--- config.mk ---
export PLATFORM = sky130hd
export DESIGN_NAME = dre_ctrl
export DESIGN_NICKNAME = d
export VERILOG_FILES = /design/src/rtl/dre_pkg.sv /design/src/rtl/dre_level_det.sv /design/src/rtl/dre_gain_step.sv /design/src/rtl/dre_gain_apply.sv /design/src/rtl/dre_ctrl.sv
export SDC_FILE = /design/constraint.sdc
export NUM_CORES = 1
export LEC_CHECK = 0
export BUFFER_PORTS_ARGS = -buffer_cell sky130_fd_sc_hd__buf_2
export CELL_PAD_IN_SITES_DETAIL_PLACEMENT = 1
export CELL_PAD_IN_SITES_GLOBAL_PLACEMENT = 2
export CORE_UTILIZATION = 33
export DETAILED_ROUTE_END_ITERATION = 12
export PLACE_DENSITY_LB_ADDON = 0.1
export REMOVE_ABC_BUFFERS = 1
export SETUP_SLACK_MARGIN = 0.2
export SLEW_MARGIN = 25
export SYNTH_ARGS = -nofsm -noshare
export SYNTH_HDL_FRONTEND = slang
export SYNTH_SLANG_ARGS = --single-unit
--- constraint.sdc ---
create_clock -name clk -period 6.3 [get_ports clk]
set_clock_uncertainty 0.15 [all_clocks]
set_input_delay 1.26 -clock clk [delete_from_list [all_inputs] [get_ports clk]]
set_output_delay 1.26 -clock clk [all_outputs]
set_load 0.01 [all_outputs]
--- src/rtl/dre_pkg.sv ---
package dre_pkg;
  // Per-sample level classification passed from the detector to the stepper.
  typedef struct packed {
    logic loud;  // magnitude above the programmed trigger
    logic clip;  // near full scale while anti-clip is enabled
  } lvl_t;
endpackage

--- src/rtl/dre_level_det.sv ---
module dre_level_det
  import dre_pkg::*;
#(
  parameter int DW     = 16,
  parameter int TRIG_W = 4
) (
  input  logic [DW-1:0]     sample,
  input  logic [TRIG_W-1:0] trig,
  input  logic              anticlip_en,
  output lvl_t              lvl
);
  localparam int TRIG_TOP = (1 << TRIG_W) - 1;
  localparam logic [DW:0] FULL = (DW+1)'(1) << (DW-1);
  localparam logic [DW:0] CLIP_THR = FULL - (FULL >> 3);

  logic signed [DW:0] sx;
  logic [DW:0] mag;
  logic [DW:0] thr;

  always_comb begin
    sx  = {sample[DW-1], sample};
    mag = sx[DW] ? unsigned'(-sx) : unsigned'(sx);
    thr = FULL >> (TRIG_TOP - int'(trig));
    lvl.loud = (mag > thr);
    lvl.clip = anticlip_en && (mag >= CLIP_THR);
  end
endmodule

--- src/rtl/dre_gain_step.sv ---
module dre_gain_step
  import dre_pkg::*;
#(
  parameter int ATT_W           = 3,
  parameter int MAX_STEPS       = 6,
  parameter int ATTACK_HOLD     = 4,
  parameter int TIMEOUT_SAMPLES = 4800
) (
  input  logic             clk,
  input  logic             rst,
  input  logic             en,
  input  logic             in_valid,
  input  lvl_t             lvl,
  input  logic [ATT_W-1:0] att_max_cfg,
  input  logic             timeout_en,
  output logic [ATT_W-1:0] att_q
);
  localparam int GW = $clog2(ATTACK_HOLD + 1);
  localparam int HW = $clog2(TIMEOUT_SAMPLES);
  localparam logic [GW-1:0]    GAP_FULL = GW'(ATTACK_HOLD);
  localparam logic [HW-1:0]    HOLD_END = HW'(TIMEOUT_SAMPLES - 1);
  localparam logic [ATT_W-1:0] STEP_CAP = ATT_W'(MAX_STEPS);

  logic [GW-1:0]    gap_q;
  logic [HW-1:0]    hold_q;
  logic [ATT_W-1:0] lim;
  logic             may_rise;

  always_comb begin
    lim      = (att_max_cfg > STEP_CAP) ? STEP_CAP : att_max_cfg;
    may_rise = (att_q < lim) && (lvl.clip || (lvl.loud && gap_q == GAP_FULL));
  end

  always_ff @(posedge clk) begin
    if (rst || !en) begin
      att_q  <= '0;
      gap_q  <= GAP_FULL;
      hold_q <= '0;
    end else if (in_valid) begin
      if (att_q > lim) begin
        att_q  <= lim;
        gap_q  <= '0;
        hold_q <= '0;
      end else if (lvl.loud || lvl.clip) begin
        hold_q <= '0;
        if (may_rise) begin
          att_q <= att_q + 1'b1;
          gap_q <= '0;
        end else if (gap_q != GAP_FULL) begin
          gap_q <= gap_q + 1'b1;
        end
      end else begin
        if (gap_q != GAP_FULL) gap_q <= gap_q + 1'b1;
        if (!timeout_en) begin
          hold_q <= '0;
        end else if (hold_q == HOLD_END) begin
          hold_q <= '0;
          if (att_q != '0) begin
            att_q <= att_q - 1'b1;
            gap_q <= '0;
          end
        end else begin
          hold_q <= hold_q + 1'b1;
        end
      end
    end
  end
endmodule

--- src/rtl/dre_gain_apply.sv ---
module dre_gain_apply #(
  parameter int DW    = 16,
  parameter int ATT_W = 3
) (
  input  logic             clk,
  input  logic             rst,
  input  logic             in_valid,
  input  logic [DW-1:0]    in_sample,
  input  logic [ATT_W-1:0] shift,
  output logic             out_valid,
  output logic [DW-1:0]    out_sample
);
  localparam int WW = DW + (1 << ATT_W) - 1;
  localparam logic signed [WW-1:0] PMAX = {{(WW-DW+1){1'b0}}, {(DW-1){1'b1}}};
  localparam logic signed [WW-1:0] NMIN = {{(WW-DW+1){1'b1}}, {(DW-1){1'b0}}};

  logic signed [WW-1:0] wide;
  logic [DW-1:0]        sat;

  always_comb begin
    wide = signed'({{(WW-DW){in_sample[DW-1]}}, in_sample}) <<< shift;
    if (wide > PMAX)      sat = PMAX[DW-1:0];
    else if (wide < NMIN) sat = NMIN[DW-1:0];
    else                  sat = wide[DW-1:0];
  end

  always_ff @(posedge clk) begin
    if (rst) begin
      out_valid  <= 1'b0;
      out_sample <= '0;
    end else begin
      out_valid <= in_valid;
      if (in_valid) out_sample <= sat;
    end
  end
endmodule

--- src/rtl/dre_ctrl.sv ---
module dre_ctrl
  import dre_pkg::*;
#(
  parameter int DW              = 16,
  parameter int TRIG_W          = 4,
  parameter int ATT_W           = 3,
  parameter int MAX_STEPS       = 6,
  parameter int ATTACK_HOLD     = 4,
  parameter int TIMEOUT_SAMPLES = 4800
) (
  input  logic              clk,
  input  logic              rst,
  input  logic              in_valid,
  input  logic [DW-1:0]     in_sample,
  input  logic              cfg_enable,
  input  logic              alc_active,
  input  logic [TRIG_W-1:0] cfg_trigger,
  input  logic [ATT_W-1:0]  cfg_att_max,
  input  logic              cfg_timeout_en,
  input  logic              cfg_anticlip_en,
  output logic              out_valid,
  output logic [DW-1:0]     out_sample,
  output logic [ATT_W-1:0]  att_code,
  output logic              att_active
);
  lvl_t             lvl;
  logic             en;
  logic [ATT_W-1:0] att_q;
  logic [ATT_W-1:0] shift;

  assign en    = cfg_enable && !alc_active;
  assign shift = en ? att_q : '0;

  dre_level_det #(.DW(DW), .TRIG_W(TRIG_W)) u_det (
    .sample      (in_sample),
    .trig        (cfg_trigger),
    .anticlip_en (cfg_anticlip_en),
    .lvl         (lvl)
  );

  dre_gain_step #(
    .ATT_W(ATT_W), .MAX_STEPS(MAX_STEPS),
    .ATTACK_HOLD(ATTACK_HOLD), .TIMEOUT_SAMPLES(TIMEOUT_SAMPLES)
  ) u_step (
    .clk         (clk),
    .rst         (rst),
    .en          (en),
    .in_valid    (in_valid),
    .lvl         (lvl),
    .att_max_cfg (cfg_att_max),
    .timeout_en  (cfg_timeout_en),
    .att_q       (att_q)
  );

  dre_gain_apply #(.DW(DW), .ATT_W(ATT_W)) u_apply (
    .clk        (clk),
    .rst        (rst),
    .in_valid   (in_valid),
    .in_sample  (in_sample),
    .shift      (shift),
    .out_valid  (out_valid),
    .out_sample (out_sample)
  );

  assign att_code   = att_q;
  assign att_active = (att_q != '0);
endmodule

Yosys cells after proc, flatten, opt, wreduce, memory -nomap -nowiden --
Cells that the tools add are included.
Cells by class: add/subtract/negate cells 6, magnitude comparators 7, equality and inequality tests 4, shifts and indexed selects 2, mux-type cells 22, reduce and logical (&&, ||, !) cells 14
Operator list (number):
- $mux 13 | 4
- $mux 3 | 15
- $mux 16 | 2
- $shr 16x32->17 const A | 1
- $gt 23x16->1 const B | 1
- $lt 23x16->1 const B | 1
- $sshl 16x3->23 | 1
- $ge 17x15->1 const B | 1
- $gt 17x17->1 | 1
- $mux 17 | 1
- $neg 16->17 | 1
- $add 13x1->13 const B | 1
- $eq 13x13->1 const B | 1
- $reduce_bool 3->1 | 4
- $add 3x1->3 const B | 2
- $reduce_and 5->1 | 1
- $sub 4x4->5 const A | 1
- $logic_and 1x1->1 | 4
- $eq 3x3->1 const B | 1
- $gt 3x3->1 | 1
- $gt 3x3->1 const B | 1
- $logic_or 1x1->1 | 3
- $lt 3x3->1 | 1
- $ne 3x1->1 const B | 1
- 3 further kinds | 4
Word-level totals: register bits 36, logic and storage cells 60

Longest topological paths before layout --
depth in word-level cells 9, mapped depth 17, gate-level depth less buffers 17

Hierarchy --
From an unflattened synthesis, not the netlist that was laid out.
Second synthesis, totals: cell total of the unflattened synthesis 436, area total of the unflattened synthesis 3524.6 um^2
By module, submodules not included:
- dre_gain_apply | times used 1, cells each 171, area an instance 1480.2 um^2
- dre_gain_step | times used 1, cells each 151, area an instance 1221.2 um^2
- dre_level_det | times used 1, cells each 109, area an instance 783.3 um^2
- dre_ctrl | times used 1, cells each 5, area an instance 40.0 um^2

Worst setup path after synthesis --
Ideal clock, no wire load.
path kind in2reg, from input port in_sample[4], to register u_step.att_q[2], arrival 5.299 ns, required time 6.064 ns, slack 0.766 ns, stages on the path 17, path buffers 2, cells stage by stage buf_6 -> or4_1 -> buf_2 -> or3_1 -> o31ai_1 -> xnor2_1 -> ha_1 -> nand3_1 -> nor3_1 -> a2111oi_0 -> o21ai_0 -> a221oi_4 -> fa_1 -> xnor2_1 -> xnor2_1 -> mux2i_1 -> a211oi_1
Between the ends: word-level cells in the longest chain between the ends 8, elaborated cells on any way between the ends 16, classes of those cells add/sub: 1; order compare: 2; eq/ne: 1; mux: 3; reduce/logical: 9
Ends and longest elaborated chain:
- from (decl) | RTL line dre_ctrl.sv:14 | input logic [DW-1:0] in_sample,
- $neg 16->17 | RTL line dre_level_det.sv:22 | mag = sx[DW] ? unsigned'(-sx) : unsigned'(sx);
- $mux 17 * | RTL line dre_level_det.sv:22
- $ge 17x15->1 / $gt 17x17->1 (equally long branches) | RTL line dre_level_det.sv:25, dre_level_det.sv:24
- $logic_and 1x1->1 (on tied branches) | RTL line dre_level_det.sv:25, dre_gain_step.sv:31
- $logic_or 1x1->1 | RTL line dre_gain_step.sv:31 | may_rise = (att_q < lim) && (lvl.clip || (lvl.loud && gap_q == GAP_FULL));
- $logic_and 1x1->1 | RTL line dre_gain_step.sv:31
- $ne 3x1->1 (no source line)
- $reduce_and 5->1 (no source line)
- to (signal assigned) | RTL line dre_gain_step.sv:41 | att_q <= lim;
- to (signal assigned) | RTL line dre_gain_step.sv:47 | att_q <= att_q + 1'b1;
- to (signal assigned) | RTL line dre_gain_step.sv:59 | att_q <= att_q - 1'b1;
- to (decl) | RTL line dre_gain_step.sv:16 | output logic [ATT_W-1:0] att_q
Every way passes the cells marked *; elsewhere a longest branch is shown, timed or not. A chain may end at the register's enable or synchronous reset.

Final worst setup path --
from input port in_sample[6], to register u_step.hold_q[11]
Between the ends: word-level cells in the longest chain between the ends 7, elaborated cells on any way between the ends 8, classes of those cells add/sub: 1; order compare: 2; mux: 3; reduce/logical: 2
Ends and longest elaborated chain:
- $neg 16->17 | RTL line dre_level_det.sv:22
- $mux 17 * | RTL line dre_level_det.sv:22
- $ge 17x15->1 | RTL line dre_level_det.sv:25 | lvl.clip = anticlip_en && (mag >= CLIP_THR);
- $logic_and 1x1->1 | RTL line dre_level_det.sv:25
- $logic_or 1x1->1 * | RTL line dre_gain_step.sv:44 | end else if (lvl.loud || lvl.clip) begin
- $mux 13 * | RTL line dre_gain_step.sv:44
- $mux 13 * | RTL line dre_gain_step.sv:40 | if (att_q > lim) begin
- to (signal assigned) | RTL line dre_gain_step.sv:63 | hold_q <= hold_q + 1'b1;
- to (decl) | RTL line dre_gain_step.sv:25 | logic [HW-1:0] hold_q;
Marked as above.

==> out/qor.csv <==
metric,value,unit
clock_latency,0.29,ns
rrSetupSlack,3.12,ns
drc,0,
via_count,3176,
synth-async-reset-ratio,0,%
crit_path_end_kind,flop,
synth_xor_area_share,4.39,%
crit_buf_inv,2,
syn_area_per_cell,7.85,µm²
setup_viol,0,
ys_warn_count,0,
synth_simple_gate_area_share,24.5,%
ant_nets,0,
finalSetupTns,0,ns
die_area,0.0101,mm²
crit_path_top_delay_cell,or4_1,
fin_crit_sh,89.7,%
synth-adder-area-share,9.24,%
grt_pass1_vias,3141,
wirelength,9460,µm
hold_path_class,reg -> reg,
cts-buffers-inserted,5,
synth_cells,407,
grt_pass1_wl,15700,µm
required,6.35,ns
crit_arrival,5.70,ns
final_area,0.00361,mm²
powerDensity,166,mW/mm²
critical_path_class,in -> reg,
fin_crit,5.65,ns
final_common_cell,buf_2,
gp_congestion,0.773,
path_cells,buf_2 > or4_1 > or3_1 > o31ai_1 > xnor2_1 > ha_1 > nand3_1 > nor3_1 > a2111oi_0 > buf_4 > o21ai_0 > a221oi_4 > and4_1 > a41oi_1 > a311oi_1,
drive_above_1_share,15.6,%
p_switching,0.202,mW
swShare,33.6,%
areaGrowthSynthToFinish,13.0,%
nNetsFinal,495,
grt_usage,19.7,%
p_clk_share,29.2,%
yosys.cell_types.count,57,
rsz0062_at_grt,no,
ir_worst_vdd,0.0000757,V
p_int,0.398,mW
antenna_cells,0,
relSlewSlack,41.5,%
clk_pin_slew,0.08,ns
max_freq,177,MHz
dp_hpwl,7340,µm
cts_sinks,36,
cts_max_level,2,
synth_seq_cells,36,
worstMarginPinSlew,0.875,ns
combPwrFrac,30.5,%
outcome,finished clean,
antenna_found_initial,0,
io_buffer_count,50,
grt-ovfl-total,0,
finalHoldViolations,0,
start_kind,input port,
cp_max_fo,15,
layout_common_cells,"50 x buf_2, 46 x nand2_1, 36 x dfxtp_1, 33 x a21oi_1, 26 x mux2i_1",
io-pin-count,51,
synth_ff_type,dfxtp_1,
cts_setup_buffers,0,
core_area,0.00933,mm²
num_rows,35,
max_cap_viol_count,0,
power.leakage,1.66,nW
clockRootBuffer,clkbuf_8,
die_w,100,µm
synth_compound_area_share,26.1,%
routed_via_density,5.55,
critPathMaxStageDelay,0.69,ns
power,0.600,mW
wl_per_cell,16.5,µm
slew_violations,0,
whs,0.322,ns
drtIter0Drc,120,
synth_mux_area_share,8.14,%
postLayoutCoreUtil,38.7,%
grt_max_degree,28,
initial_core_util,34.3,%
synth-edff-count,0,
ctsLongestPathBuffers,2,
syn-cell-area,0.00320,mm²
p_seq_share,40.2,%
cpLargestDelayFamily,simple AND/OR/NAND/NOR gates,
synth_seq_area_share,22.6,%
die_h,100,µm
synth_top_family_by_area,compound AO/OA/AOI/OAI gates,
first_pass_iters,4,
postPlaceCellArea,0.00351,mm²
cts_tree,yes,
-- worst paths after layout --
| check | cells past startpoint | endpoint | startpoint |
|---|---|---|---|
| max | 15 | u_step.hold_q[11] | in_sample[6] |
| min | 1 | u_apply.out_sample[5] | u_apply.out_sample[5] |
| max reg2reg | 7 | u_apply.out_sample[5] | u_step.att_q[0] |
| min reg2reg | 1 | u_apply.out_sample[5] | u_apply.out_sample[5] |
-- registers in the layout, indices dropped and copies added (netlist names) --
register / cells
u_step.att_q: 3
u_step.hold_q: 13
u_apply.out_valid: 1
u_apply.out_sample: 16
u_step.gap_q: 3
-- metrics by stage --
step	instances	setup WS [ns]
2_1_floorplan	383	0.735
3_3_place_gp	564	0.411
3_5_place_dp	564	0.245
4_1_cts	572	0.539
5_1_grt	572	0.321
6_report	572	0.648
-- cell families after synthesis --
| logic type | count (synthesis) |
|---|---|
| xor gates and xnor gates | 16 |
| buffers and inverters | 38 |
| AOI/OAI and AO/OA | 113 |
| adders and majority gates | 23 |
| and+or+nand+nor | 155 |
| muxes | 26 |
| DFF | 36 |
-- what timing repair did --
action                                 4_1_cts  5_1_grt
setup endpoints to repair                    0        2
resized for setup                            0        1
hold buffers                                 0        0
endpoints found under the hold margin        0        0
-- cell usage after synthesis, types with 6 or more instances --
cell | count | area, µm²
dfxtp_1 | 36 | 721
mux2i_1 | 26 | 260
o21ai_0 | 14 | 70.1
nand4_1 | 8 | 50.1
a22o_1 | 11 | 96.3
nand3_1 | 23 | 115
nor2_1 | 23 | 86.3
a21oi_1 | 33 | 165
ha_1 | 22 | 275
nor3_1 | 12 | 60.1
inv_1 | 14 | 52.6
nand2_1 | 46 | 173
clkbuf_1 | 17 | 63.8
o211a_1 | 9 | 90.1
xnor2_1 | 15 | 131
and3_1 | 9 | 56.3
a311oi_1 | 6 | 52.6
-- power groups by stage --
stage / registers, mW / clock network (mW) / logic [mW]
global placement: 0.247 / 0 / 0.180
CTS: 0.242 / 0.183 / 0.184
floorplan: 0.250 / 0 / 0.112
detailed placement: 0.247 / 0 / 0.183
global route: 0.242 / 0.194 / 0.206
finish: 0.241 / 0.175 / 0.183
-- layer usage --
metal | vias to the layer above | share of wire, % | global-route usage (%) | wire (µm)
li1 | 1603 | - | - | -
met1 | 1521 | 50 | 26.2 | 4720
met2 | 47 | 47 | 33.5 | 4420
met3 | 5 | 2.7 | 2.99 | 252
met4 | 0 | 0.75 | 4.24 | 71
met5 | - | 0 | 0 | 0
-- layout make-up --
cell class / instances / area (µm²)
repair buffers: 52 / 265
well taps: 129 / 161
fillers: 1168 / 5720
inverters: 14 / 52.6
clock inverters: 1 / 7.51
flip-flops and latches: 36 / 721
clock buffers: 7 / 86.3
multi-input cells: 333 / 2320
Note: power is estimated with default switching activity, not from simulation.
